--- src/rtl/clksel_pkg.sv ---
// Package: shared encodings and register layout for the clock source selector.
// Assumes a byte-or-wider write port and exactly three clock sources.
package clksel_pkg;

    localparam int NUM_SRC = 3;
    localparam int SRC_W   = 2;

    // Source codes; the code value is also the one-hot bit index.
    typedef enum logic [SRC_W-1:0] {
        SRC_HOCO = 2'd0,
        SRC_MAIN = 2'd1,
        SRC_SUB  = 2'd2
    } clk_src_e;

    // Register addresses.
    localparam int ADR_MODE = 0;
    localparam int ADR_STOP = 1;
    localparam int ADR_SEL  = 2;

    // Mode byte field positions.
    localparam int MB_MAIN_EXT  = 0;
    localparam int MB_MAIN_SEL  = 1;
    localparam int MB_MAIN_GAIN = 2;
    localparam int MB_SUB_EXT   = 3;
    localparam int MB_SUB_SEL   = 4;
    localparam int MB_SUB_DRV   = 5;
    localparam int MB_USED      = 7;

    // Stop and select register bit positions.
    localparam int SB_MAIN = 0;
    localparam int SB_SUB  = 1;

    typedef struct packed {
        logic       main_ext;
        logic       main_sel;
        logic       main_gain;
        logic       sub_ext;
        logic       sub_sel;
        logic [1:0] sub_drive;
    } mode_cfg_t;

endpackage

--- src/rtl/clksel_regs.sv ---
// Module: register file of the clock source selector.
// Holds the write-once mode register, the run/stop register and the
// source-select register. Assumes next_src_i is the source that will be
// active after the current edge, so that stopping it can be refused.
module clksel_regs
    import clksel_pkg::*;
#(
    parameter int DATA_W = 8,
    parameter int ADDR_W = 2
) (
    input  logic              clk,
    input  logic              rst_n,
    input  logic              wr_en,
    input  logic [ADDR_W-1:0] wr_addr,
    input  logic [DATA_W-1:0] wr_data,
    input  logic              wr_full,
    input  clk_src_e          next_src_i,
    output mode_cfg_t         mode_o,
    output logic              locked_o,
    output logic              main_stop_o,
    output logic              sub_stop_o,
    output logic              main_req_o,
    output logic              sub_req_o
);

    localparam logic [ADDR_W-1:0] A_MODE = ADDR_W'(ADR_MODE);
    localparam logic [ADDR_W-1:0] A_STOP = ADDR_W'(ADR_STOP);
    localparam logic [ADDR_W-1:0] A_SEL  = ADDR_W'(ADR_SEL);

    mode_cfg_t mode_q;
    logic      locked_q;
    logic      main_stop_q, sub_stop_q;
    logic      main_req_q, sub_req_q;
    logic      mode_wr, stop_wr, sel_wr;
    logic      unused_bits;

    assign unused_bits = ^wr_data[DATA_W-1:MB_USED];

    // Decode which register the current bus cycle targets.
    assign mode_wr = wr_en && (wr_addr == A_MODE) && wr_full && !locked_q;
    assign stop_wr = wr_en && (wr_addr == A_STOP);
    assign sel_wr  = wr_en && (wr_addr == A_SEL);

    // Unpack a written byte into mode fields.
    function automatic mode_cfg_t unpack_mode(input logic [DATA_W-1:0] d);
        mode_cfg_t m;
        m.main_ext  = d[MB_MAIN_EXT];
        m.main_sel  = d[MB_MAIN_SEL];
        m.main_gain = d[MB_MAIN_GAIN];
        m.sub_ext   = d[MB_SUB_EXT];
        m.sub_sel   = d[MB_SUB_SEL];
        m.sub_drive = d[MB_SUB_DRV +: 2];
        return m;
    endfunction

    // Mode register: accepts only the first full-byte write after reset.
    always_ff @(posedge clk) begin
        if (!rst_n) begin
            mode_q   <= '0;
            locked_q <= 1'b0;
        end else if (mode_wr) begin
            mode_q   <= unpack_mode(wr_data);
            locked_q <= 1'b1;
        end
    end

    // Stop register: a stop of the running or incoming source is refused.
    always_ff @(posedge clk) begin
        if (!rst_n) begin
            main_stop_q <= 1'b1;
            sub_stop_q  <= 1'b1;
        end else if (stop_wr) begin
            main_stop_q <= wr_data[SB_MAIN] && (next_src_i != SRC_MAIN);
            sub_stop_q  <= wr_data[SB_SUB]  && (next_src_i != SRC_SUB);
        end
    end

    // Select register: plain request bits.
    always_ff @(posedge clk) begin
        if (!rst_n) begin
            main_req_q <= 1'b0;
            sub_req_q  <= 1'b0;
        end else if (sel_wr) begin
            main_req_q <= wr_data[SB_MAIN];
            sub_req_q  <= wr_data[SB_SUB];
        end
    end

    assign mode_o      = mode_q;
    assign locked_o    = locked_q;
    assign main_stop_o = main_stop_q;
    assign sub_stop_o  = sub_stop_q;
    assign main_req_o  = main_req_q;
    assign sub_req_o   = sub_req_q;

    // once consumed, the mode register never changes again.
    p_mode_frozen_r2: assert property (@(posedge clk) disable iff (!rst_n)
        locked_q |=> $stable(mode_q));

    // a partial write to the mode register leaves it unconsumed.
    p_partial_ignored_r3: assert property (@(posedge clk) disable iff (!rst_n)
        (wr_en && wr_addr == A_MODE && !wr_full && !locked_q) |=> !locked_q);

endmodule

--- src/rtl/clksel_ready.sv ---
// Module: readiness evaluation for the requested clock source.
// Picks the target (sub over main over internal) and tells whether it may be
// taken now. Assumes the stabilization flags are already synchronous to clk.
module clksel_ready
    import clksel_pkg::*;
(
    input  logic     main_req_i,
    input  logic     sub_req_i,
    input  logic     main_sel_i,
    input  logic     main_ext_i,
    input  logic     sub_sel_i,
    input  logic     main_stop_i,
    input  logic     sub_stop_i,
    input  logic     main_stable_i,
    input  logic     sub_stable_i,
    output clk_src_e target_o,
    output logic     ready_o
);

    logic [NUM_SRC-1:0] src_ok;

    // Per-source readiness: the external main clock skips stabilization.
    always_comb begin
        src_ok           = '0;
        src_ok[SRC_HOCO] = 1'b1;
        src_ok[SRC_MAIN] = main_sel_i && !main_stop_i && (main_ext_i || main_stable_i);
        src_ok[SRC_SUB]  = sub_sel_i && !sub_stop_i && sub_stable_i;
    end

    // Target priority: sub request first, then main, else internal.
    always_comb begin
        if (sub_req_i)       target_o = SRC_SUB;
        else if (main_req_i) target_o = SRC_MAIN;
        else                 target_o = SRC_HOCO;
    end

    assign ready_o = src_ok[target_o];

endmodule

--- src/rtl/clksel_switch.sv ---
// Module: active-source register and status decode.
// Moves to the target source on the edge where it is ready and holds
// otherwise. Assumes target_i and ready_i are settled before each edge.
module clksel_switch
    import clksel_pkg::*;
(
    input  logic               clk,
    input  logic               rst_n,
    input  clk_src_e           target_i,
    input  logic               ready_i,
    output clk_src_e           active_o,
    output clk_src_e           next_o,
    output logic [NUM_SRC-1:0] onehot_o,
    output logic               pending_o
);

    clk_src_e active_q;

    // Next source: take the target only when it is ready.
    assign next_o = ready_i ? target_i : active_q;

    // Active-source register, internal oscillator after reset.
    always_ff @(posedge clk) begin
        if (!rst_n) active_q <= SRC_HOCO;
        else        active_q <= next_o;
    end

    // One-hot status decode, one bit per source code.
    for (genvar i = 0; i < NUM_SRC; i++) begin : g_onehot
        assign onehot_o[i] = (active_q == SRC_W'(i));
    end

    assign pending_o = (target_i != active_q);
    assign active_o  = active_q;

    // a request for the internal oscillator is served on the next edge.
    p_hoco_immediate_r9: assert property (@(posedge clk) disable iff (!rst_n)
        (target_i == SRC_HOCO) |=> (active_q == SRC_HOCO));

endmodule

--- src/rtl/clksel_ctrl.sv ---
// Module: top of the CPU clock source selection controller.
// Connects the register file, the readiness logic and the switch register.
// Assumes a downstream glitch-free mux consumes cpu_src_o / src_onehot_o.
module clksel_ctrl
    import clksel_pkg::*;
#(
    parameter int DATA_W = 8,
    parameter int ADDR_W = 2
) (
    input  logic              clk,
    input  logic              rst_n,
    input  logic              bus_wr_en,
    input  logic [ADDR_W-1:0] bus_addr,
    input  logic [DATA_W-1:0] bus_wdata,
    input  logic              bus_full_wr,
    input  logic              main_stable_i,
    input  logic              sub_stable_i,
    output logic [1:0]        cpu_src_o,
    output logic [2:0]        src_onehot_o,
    output logic              switch_pending_o,
    output logic              mode_locked_o,
    output logic              main_ext_o,
    output logic              main_osc_sel_o,
    output logic              main_gain_o,
    output logic              sub_ext_o,
    output logic              sub_osc_sel_o,
    output logic [1:0]        sub_drive_o,
    output logic              main_stop_o,
    output logic              sub_stop_o
);

    mode_cfg_t          mode;
    logic               locked, main_stop, sub_stop, main_req, sub_req;
    logic               ready;
    clk_src_e           target, active, next_src;
    logic [NUM_SRC-1:0] onehot;
    logic               pending;

    clksel_regs #(.DATA_W(DATA_W), .ADDR_W(ADDR_W)) regs_i (
        .clk         (clk),
        .rst_n       (rst_n),
        .wr_en       (bus_wr_en),
        .wr_addr     (bus_addr),
        .wr_data     (bus_wdata),
        .wr_full     (bus_full_wr),
        .next_src_i  (next_src),
        .mode_o      (mode),
        .locked_o    (locked),
        .main_stop_o (main_stop),
        .sub_stop_o  (sub_stop),
        .main_req_o  (main_req),
        .sub_req_o   (sub_req)
    );

    clksel_ready ready_i (
        .main_req_i    (main_req),
        .sub_req_i     (sub_req),
        .main_sel_i    (mode.main_sel),
        .main_ext_i    (mode.main_ext),
        .sub_sel_i     (mode.sub_sel),
        .main_stop_i   (main_stop),
        .sub_stop_i    (sub_stop),
        .main_stable_i (main_stable_i),
        .sub_stable_i  (sub_stable_i),
        .target_o      (target),
        .ready_o       (ready)
    );

    clksel_switch switch_i (
        .clk       (clk),
        .rst_n     (rst_n),
        .target_i  (target),
        .ready_i   (ready),
        .active_o  (active),
        .next_o    (next_src),
        .onehot_o  (onehot),
        .pending_o (pending)
    );

    assign cpu_src_o        = active;
    assign src_onehot_o     = onehot;
    assign switch_pending_o = pending;
    assign mode_locked_o    = locked;
    assign main_ext_o       = mode.main_ext;
    assign main_osc_sel_o   = mode.main_sel;
    assign main_gain_o      = mode.main_gain;
    assign sub_ext_o        = mode.sub_ext;
    assign sub_osc_sel_o    = mode.sub_sel;
    assign sub_drive_o      = mode.sub_drive;
    assign main_stop_o      = main_stop;
    assign sub_stop_o       = sub_stop;

    // entering the main source needs it enabled, running and stable or external.
    p_main_gated_r5: assert property (@(posedge clk) disable iff (!rst_n)
        (active == SRC_MAIN && $past(active) != SRC_MAIN) |->
        $past(mode.main_sel && !main_stop && (mode.main_ext || main_stable_i)));

    // entering the sub source always needs its stabilization flag.
    p_sub_gated_r7: assert property (@(posedge clk) disable iff (!rst_n)
        (active == SRC_SUB && $past(active) != SRC_SUB) |->
        $past(mode.sub_sel && !sub_stop && sub_stable_i));

    // the oscillator feeding the CPU is never stopped.
    p_main_not_stopped_r10: assert property (@(posedge clk) disable iff (!rst_n)
        (active == SRC_MAIN) |-> !main_stop);

    p_sub_not_stopped_r10: assert property (@(posedge clk) disable iff (!rst_n)
        (active == SRC_SUB) |-> !sub_stop);

endmodule

--- config.mk ---
export PLATFORM = sky130hd
export DESIGN_NAME = clksel_ctrl
export DESIGN_NICKNAME = d
export VERILOG_FILES = /design/src/rtl/clksel_pkg.sv /design/src/rtl/clksel_regs.sv /design/src/rtl/clksel_ready.sv /design/src/rtl/clksel_switch.sv /design/src/rtl/clksel_ctrl.sv
export SDC_FILE = /design/constraint.sdc
export NUM_CORES = 1
export LEC_CHECK = 0
export BUFFER_PORTS_ARGS = -buffer_cell sky130_fd_sc_hd__buf_2
export CORE_MARGIN = 1.5
export CORE_UTILIZATION = 40
export CTS_BUF_LIST = sky130_fd_sc_hd__clkbuf_4 sky130_fd_sc_hd__clkbuf_8 sky130_fd_sc_hd__clkbuf_16
export CTS_CLUSTER_SIZE = 8
export DETAILED_ROUTE_END_ITERATION = 7
export PLACE_DENSITY = 0.71
export REMOVE_ABC_BUFFERS = 1
export SKIP_CTS_REPAIR_TIMING = 1
export SLEW_MARGIN = 20
export SYNTH_ARGS = -nofsm -noshare
export SYNTH_HDL_FRONTEND = slang
export SYNTH_SLANG_ARGS = --single-unit
--- constraint.sdc ---
create_clock -name clk -period 1.2 [get_ports clk]
set_input_delay 0.24 -clock clk [delete_from_list [all_inputs] [get_ports clk]]
set_output_delay 0.24 -clock clk [all_outputs]
set_load 0.05 [all_outputs]
After elaboration in Yosys (flattened, before gate mapping)
Index checks and enable logic that the tools add are counted.

Word-level logic and storage cells: 42. Register bits: 14. Output and inout bits: 16. Input port bits: 16.

Mux-type cells: 5. Magnitude comparators: 1. Equality and inequality tests: 7. Reductions and logical operators: 17.

Operators with widths (count): logical AND 1 bit (11); equality test 2 x 1 -> 1 bit (second input constant) (2); equality test 2 bit (second input constant) (2); zero test 2 bit (2); 2-to-1 mux 2 bit (2); zero test 1 bit (3); < comparator 2 x 3 -> 1 bit (second input constant) (1); binary-select mux 1 bit (select 2 bit) (1); 2-to-1 mux 1 bit (2); inequality test 2 x 1 -> 1 bit (second input constant) (1); inequality test 2 bit (1); inequality test 2 bit (second input constant) (1); logical OR 1 bit (1).

Longest topological paths before layout
Word-level depth: 8. Depth in mapped cells: 5. Gate-level depth less buffers: 4.

Modules after synthesis
Synthesis repeated with hierarchy kept, for this count alone.

Cell total of the unflattened synthesis: 71. Area total of the unflattened synthesis: 670.6 um2.

By module, submodules not included: clksel_regs (cells an instance 53, area each 493.0 um2, instances 1, seq. area each 240.2 um2); clksel_switch (cells an instance 12, area each 125.1 um2, instances 1, seq. area each 40.0 um2); clksel_ready (cells an instance 6, area each 52.6 um2, instances 1, seq. area each 0.0 um2).

Least setup slack after synthesis
Ideal clock, no wire load.

Kind: reg2out. From: reg switch_i.active_q[1] (netlist: switch_i.active_o[1]). To: out switch_pending_o. Setup slack: -1.117 ns. Arrival time: 2.077 ns. Data required time: 0.960 ns. Path buffers: 0. Cell stages (with the launch flop): 3. Cells stage by stage: dfxtp_1 -> nor2b_1 -> a21oi_1.

Longest elaborated chain between the ends: 1.

Ends and longest elaborated chain: start: declaration (RTL line clksel_switch.sv:17) `clk_src_e active_q;`; start signal: assignment (RTL line clksel_switch.sv:25) `else active_q <= next_o;`; inequality test 2 bit (RTL line clksel_switch.sv:33) `assign pending_o = (target_i != active_q);`; end: declaration (RTL line clksel_ctrl.sv:20) `output logic switch_pending_o,`.

No other way between the ends.

Worst setup path after layout
Same ends and word-level chain as after synthesis.

==> impl.org <==
** Outcome
- The flow ran to the end, but the final reports show violations.
- The checks that failed: setup timing.

** Synthesis
- Yosys printed 0 warnings.
- In the post-synthesis netlist, the cell with the most instances is dfxtp_1.
- Top post-synthesis cells by area :: dfxtp_1 43%, mux2i_1 17%, nor2b_1 11%
- Post-synth EDFFs :: 0
- Of all cell types, the one taking the most synthesized area is dfxtp_1.
- The number of different library cells used by synthesis comes to 23.
- Share of flip-flops with an asynchronous set or reset :: 0%
- Mean post-synth cell area :: 10.1 um2
- After synthesis the netlist holds a flip-flop and latch count of 14.
- Sequential element share of the synthesized area :: 43.3%
- Top post-synthesis cells by count :: 14 x dfxtp_1, 11 x mux2i_1, 11 x nor2b_1
- Mapped cell area :: 647 um2
- Syn Inst Count :: 64
- In this run the biggest area consumer among cell types represents 43.3% of the synthesized area.
- Predominant post-synthesis flop cell :: dfxtp_1

** Floorplan
- The total area inside the core boundary comes to 1510 um2.
- During I/O placement, the number of pins put on the boundary was 32.
- Die span in y :: 43.2 um
- Area of the die :: 1870 um2
- Once the floorplan was initialized, standard cells occupied 42.9% of the core.
- Count of standard-cell rows :: 14
- The die is 43.2 um wide.

** Timing
- Setup violations remaining at the end of the flow were counted as 4.
- Post-route fraction of the period consumed by the critical path :: 118%
- Timing-limited maximum frequency :: 0.705 GHz
- Number of max-slew violations in the final report :: 0
- The final hold violation count came to 0.
- Worst-case hold slack :: 0.216 ns
- Setup repair after global routing could not meet its margin everywhere.
- For the pin with the worst max-slew slack, the measured transition is 0.339 ns.
- Clock period minus final worst setup slack :: 1.42 ns
- For the final routed database, the setup TNS stands at -0.573 ns.
- Final Worst Setup Slack :: -0.219 ns
- Worst-case clock skew :: 0.00348 ns
- Slew margin rel. :: 77.3%

** Global route
- Global routing used 16.4% of the available tracks across all layers.
- Entering global routing, the biggest net connects 13 pins.
- The first global-routing pass estimated 2280 um of wire.
- Global routing finished with a remaining overflow of 0.
- Initial antenna violation count :: 0
- Via count of the first global-routing pass :: 533

** Worst setup path
- Cell type of the slowest stage on the worst timing path :: dfxtp_2
- Kind of launch point of the worst setup path :: flip-flop
- Cells traversed along the worst timing path :: nor2b_1, a21oi_1, buf_4
- The setup path with the least slack is of type flip-flop to output port.
- Data required, critical path :: 0.96 ns
- Of all nets on the critical path, the largest fanout is 6.
- At the worst endpoint, the arrival time is 1.18 ns.
- Crit path capture type :: output port
- In this design, the stage delay of the slowest critical-path cell is 0.38 ns.

** Drt
- Summing over every cut layer, the via total after detailed routing is 584.
- In this run the top signal layer used is met4.
- DR vias/cell :: 4.95
- The first TritonRoute pass finished after 3 iterations.
- Post-Route M1 WL :: 605 um
- Routed wl met2 :: 608 um
- The detailed router finished its first iteration with 2 violations.
- WL/cell :: 11.2 um
- Summed over all layers, the routed wires come to 1320 um.
- The detail route stage leaves a number of antenna-violating nets equal to 0.
- Wire length on met3 :: 76 um
- In the routed design, unresolved DRC markers number 0.

** Placement
- Routability cong. :: 0.721
- Buffers placed on the I/O ports in this run total 30.
- Pre-CTS WS :: 0.0228 ns
- Detailed placement ended at an HPWL of 1060 um.

** Pwr
- Combinational fraction of design power :: 13.8%
- Sw Ratio :: 25.4%
- Overall power consumption :: 0.961 mW
- Worst VDD drop :: 0.846 mV
- Switching power of the nets :: 0.244 mW
- Power spread over the standard cell area amounts to 1030 nW/um2.
- The internal portion of the total power is 0.717 mW.
- For this design the static power due to leakage is 0.448 nW.
- In this run, flip-flops and latches consume 50.3% of the power.
- The clock network burns 35.9% of the power.

** Finish
- Summing all multi-input logic gate instances after layout gives 347 um2.
- After the last flow step, the layout net total stands at 119.
- Sequential cell area in the final layout :: 284 um2
- The area growth from synthesis to layout is 44.9%.
- The number of antenna diodes in the final layout is 0.
- Fill cells in the final layout number 131.
- Layout cells sized above 1 :: 45.1%

** Clocking
- Clk slew on worst S/H paths :: 0.09 ns
- Clock tree synthesis inserted a total of 3 buffers.
- CTS tree :: built
- H-tree levels :: 1
- Cell at the root of the clock tree :: clkbuf_4
- No sink is reached through more buffers than the 2 on the longest clock path.
- Clock insertion delay at the later pin of the skew report :: 0.28 ns
- Counting every sink on the clock net gives 14.

** Min path
- Hold crit path type :: input port to flip-flop

** Job
- Max cap viols :: 0
## power groups by stage
stage	clock network, mW	logic (mW)	registers [mW]
5_1_grt	0.370	0.143	0.485
2_1_floorplan	0	0.0457	0.523
4_1_cts	0.353	0.130	0.483
3_5_place_dp	0	0.129	0.494
3_3_place_gp	0	0.128	0.493
6_report	0.345	0.132	0.483
## worst max-delay path: cells and delay by family (launching register included)
kind                   cells  cell delay, ns
AOI/OAI and AO/OA          1            0.10
buffers and inverters      1            0.20
DFF                        1            0.38
and+or+nand+nor            1            0.23
## kinds of logic (layout without fill, tap and decap cells)
logic type	count (synthesis)	after routing	synth area share, %
AND/OR/NAND/NOR	24	24	23.2
flip-flops	14	14	43.3
multiplexers	11	11	17.0
AO/OA/AOI/OAI	10	10	11.6
buffers and inverters	4	42	3.48
XOR/XNOR	1	1	1.35
## metrics by stage
step / std cells / utilization, % / area, um2
after floorplan: 62 / - / 632
after global placement: 114 / 56.2 / 847
after detailed placement: 114 / 56.2 / 847
after CTS: 118 / 58.6 / 883
after global routing: 118 / 62.2 / 937
final: 118 / 62.2 / 937
## sequential cells by signal (all words and copies together), names as in the netlist
| name | cells |
|---|---|
| regs_i.sub_req_o | 1 |
| regs_i.locked_o | 1 |
| regs_i.main_stop_o | 1 |
| regs_i.mode_o | 7 |
| regs_i.main_req_o | 1 |
| regs_i.sub_stop_o | 1 |
| switch_i.active_o | 2 |
## cell type report
class                           count  share of cell area, %
Sequential cell                    14                   30.3
Inverter                            2                  0.801
Tap cell                           16                   2.14
Clock buffer                        4                   3.87
Timing Repair Buffer               36                   25.9
Multi-Input combinational cell     46                   37.0
## routing by layer
layer / GRT usage, % / vias to the layer above
li1: - / 302
met1: 19.7 / 256
met2: 26.6 / 22
met3: 3.83 / 4
met4: 9.09 / 0
met5: 0 / -
## placed cells by master, fill, tap and decap left out
master / n
buf_8: 1
buf_6: 4
buf_2: 20
inv_1: 2
nand3b_1: 2
and3_2: 1
xor2_1: 1
and3_1: 1
and2_1: 2
nor2_1: 2
a21oi_1: 2
mux2i_1: 11
buf_4: 6
clkbuf_8: 1
a31oi_1: 1
nor2b_4: 1
o21a_1: 1
a21o_1: 1
nand2b_1: 1
o211ai_1: 1
nor2b_1: 11
dfxtp_1: 11
a32o_1: 1
a32oi_1: 3
dfxtp_2: 3
nor2_2: 1
nor3_1: 1
nand2_1: 1
clkbuf_4: 8
## final timing paths
check | from | to | slack [ns] | depth (start not counted)
worst max-delay path | switch_i.active_o[1] | switch_pending_o | -0.22 | 3
worst min-delay path | bus_wdata[5] | regs_i.mode_o[0] | 0.22 | 3
worst max register to register | regs_i.main_req_o | switch_i.active_o[0] | 0.07 | 5
worst min register to register | regs_i.locked_o | regs_i.locked_o | 0.50 | 1
Note: power is estimated with default switching activity, not from simulation.
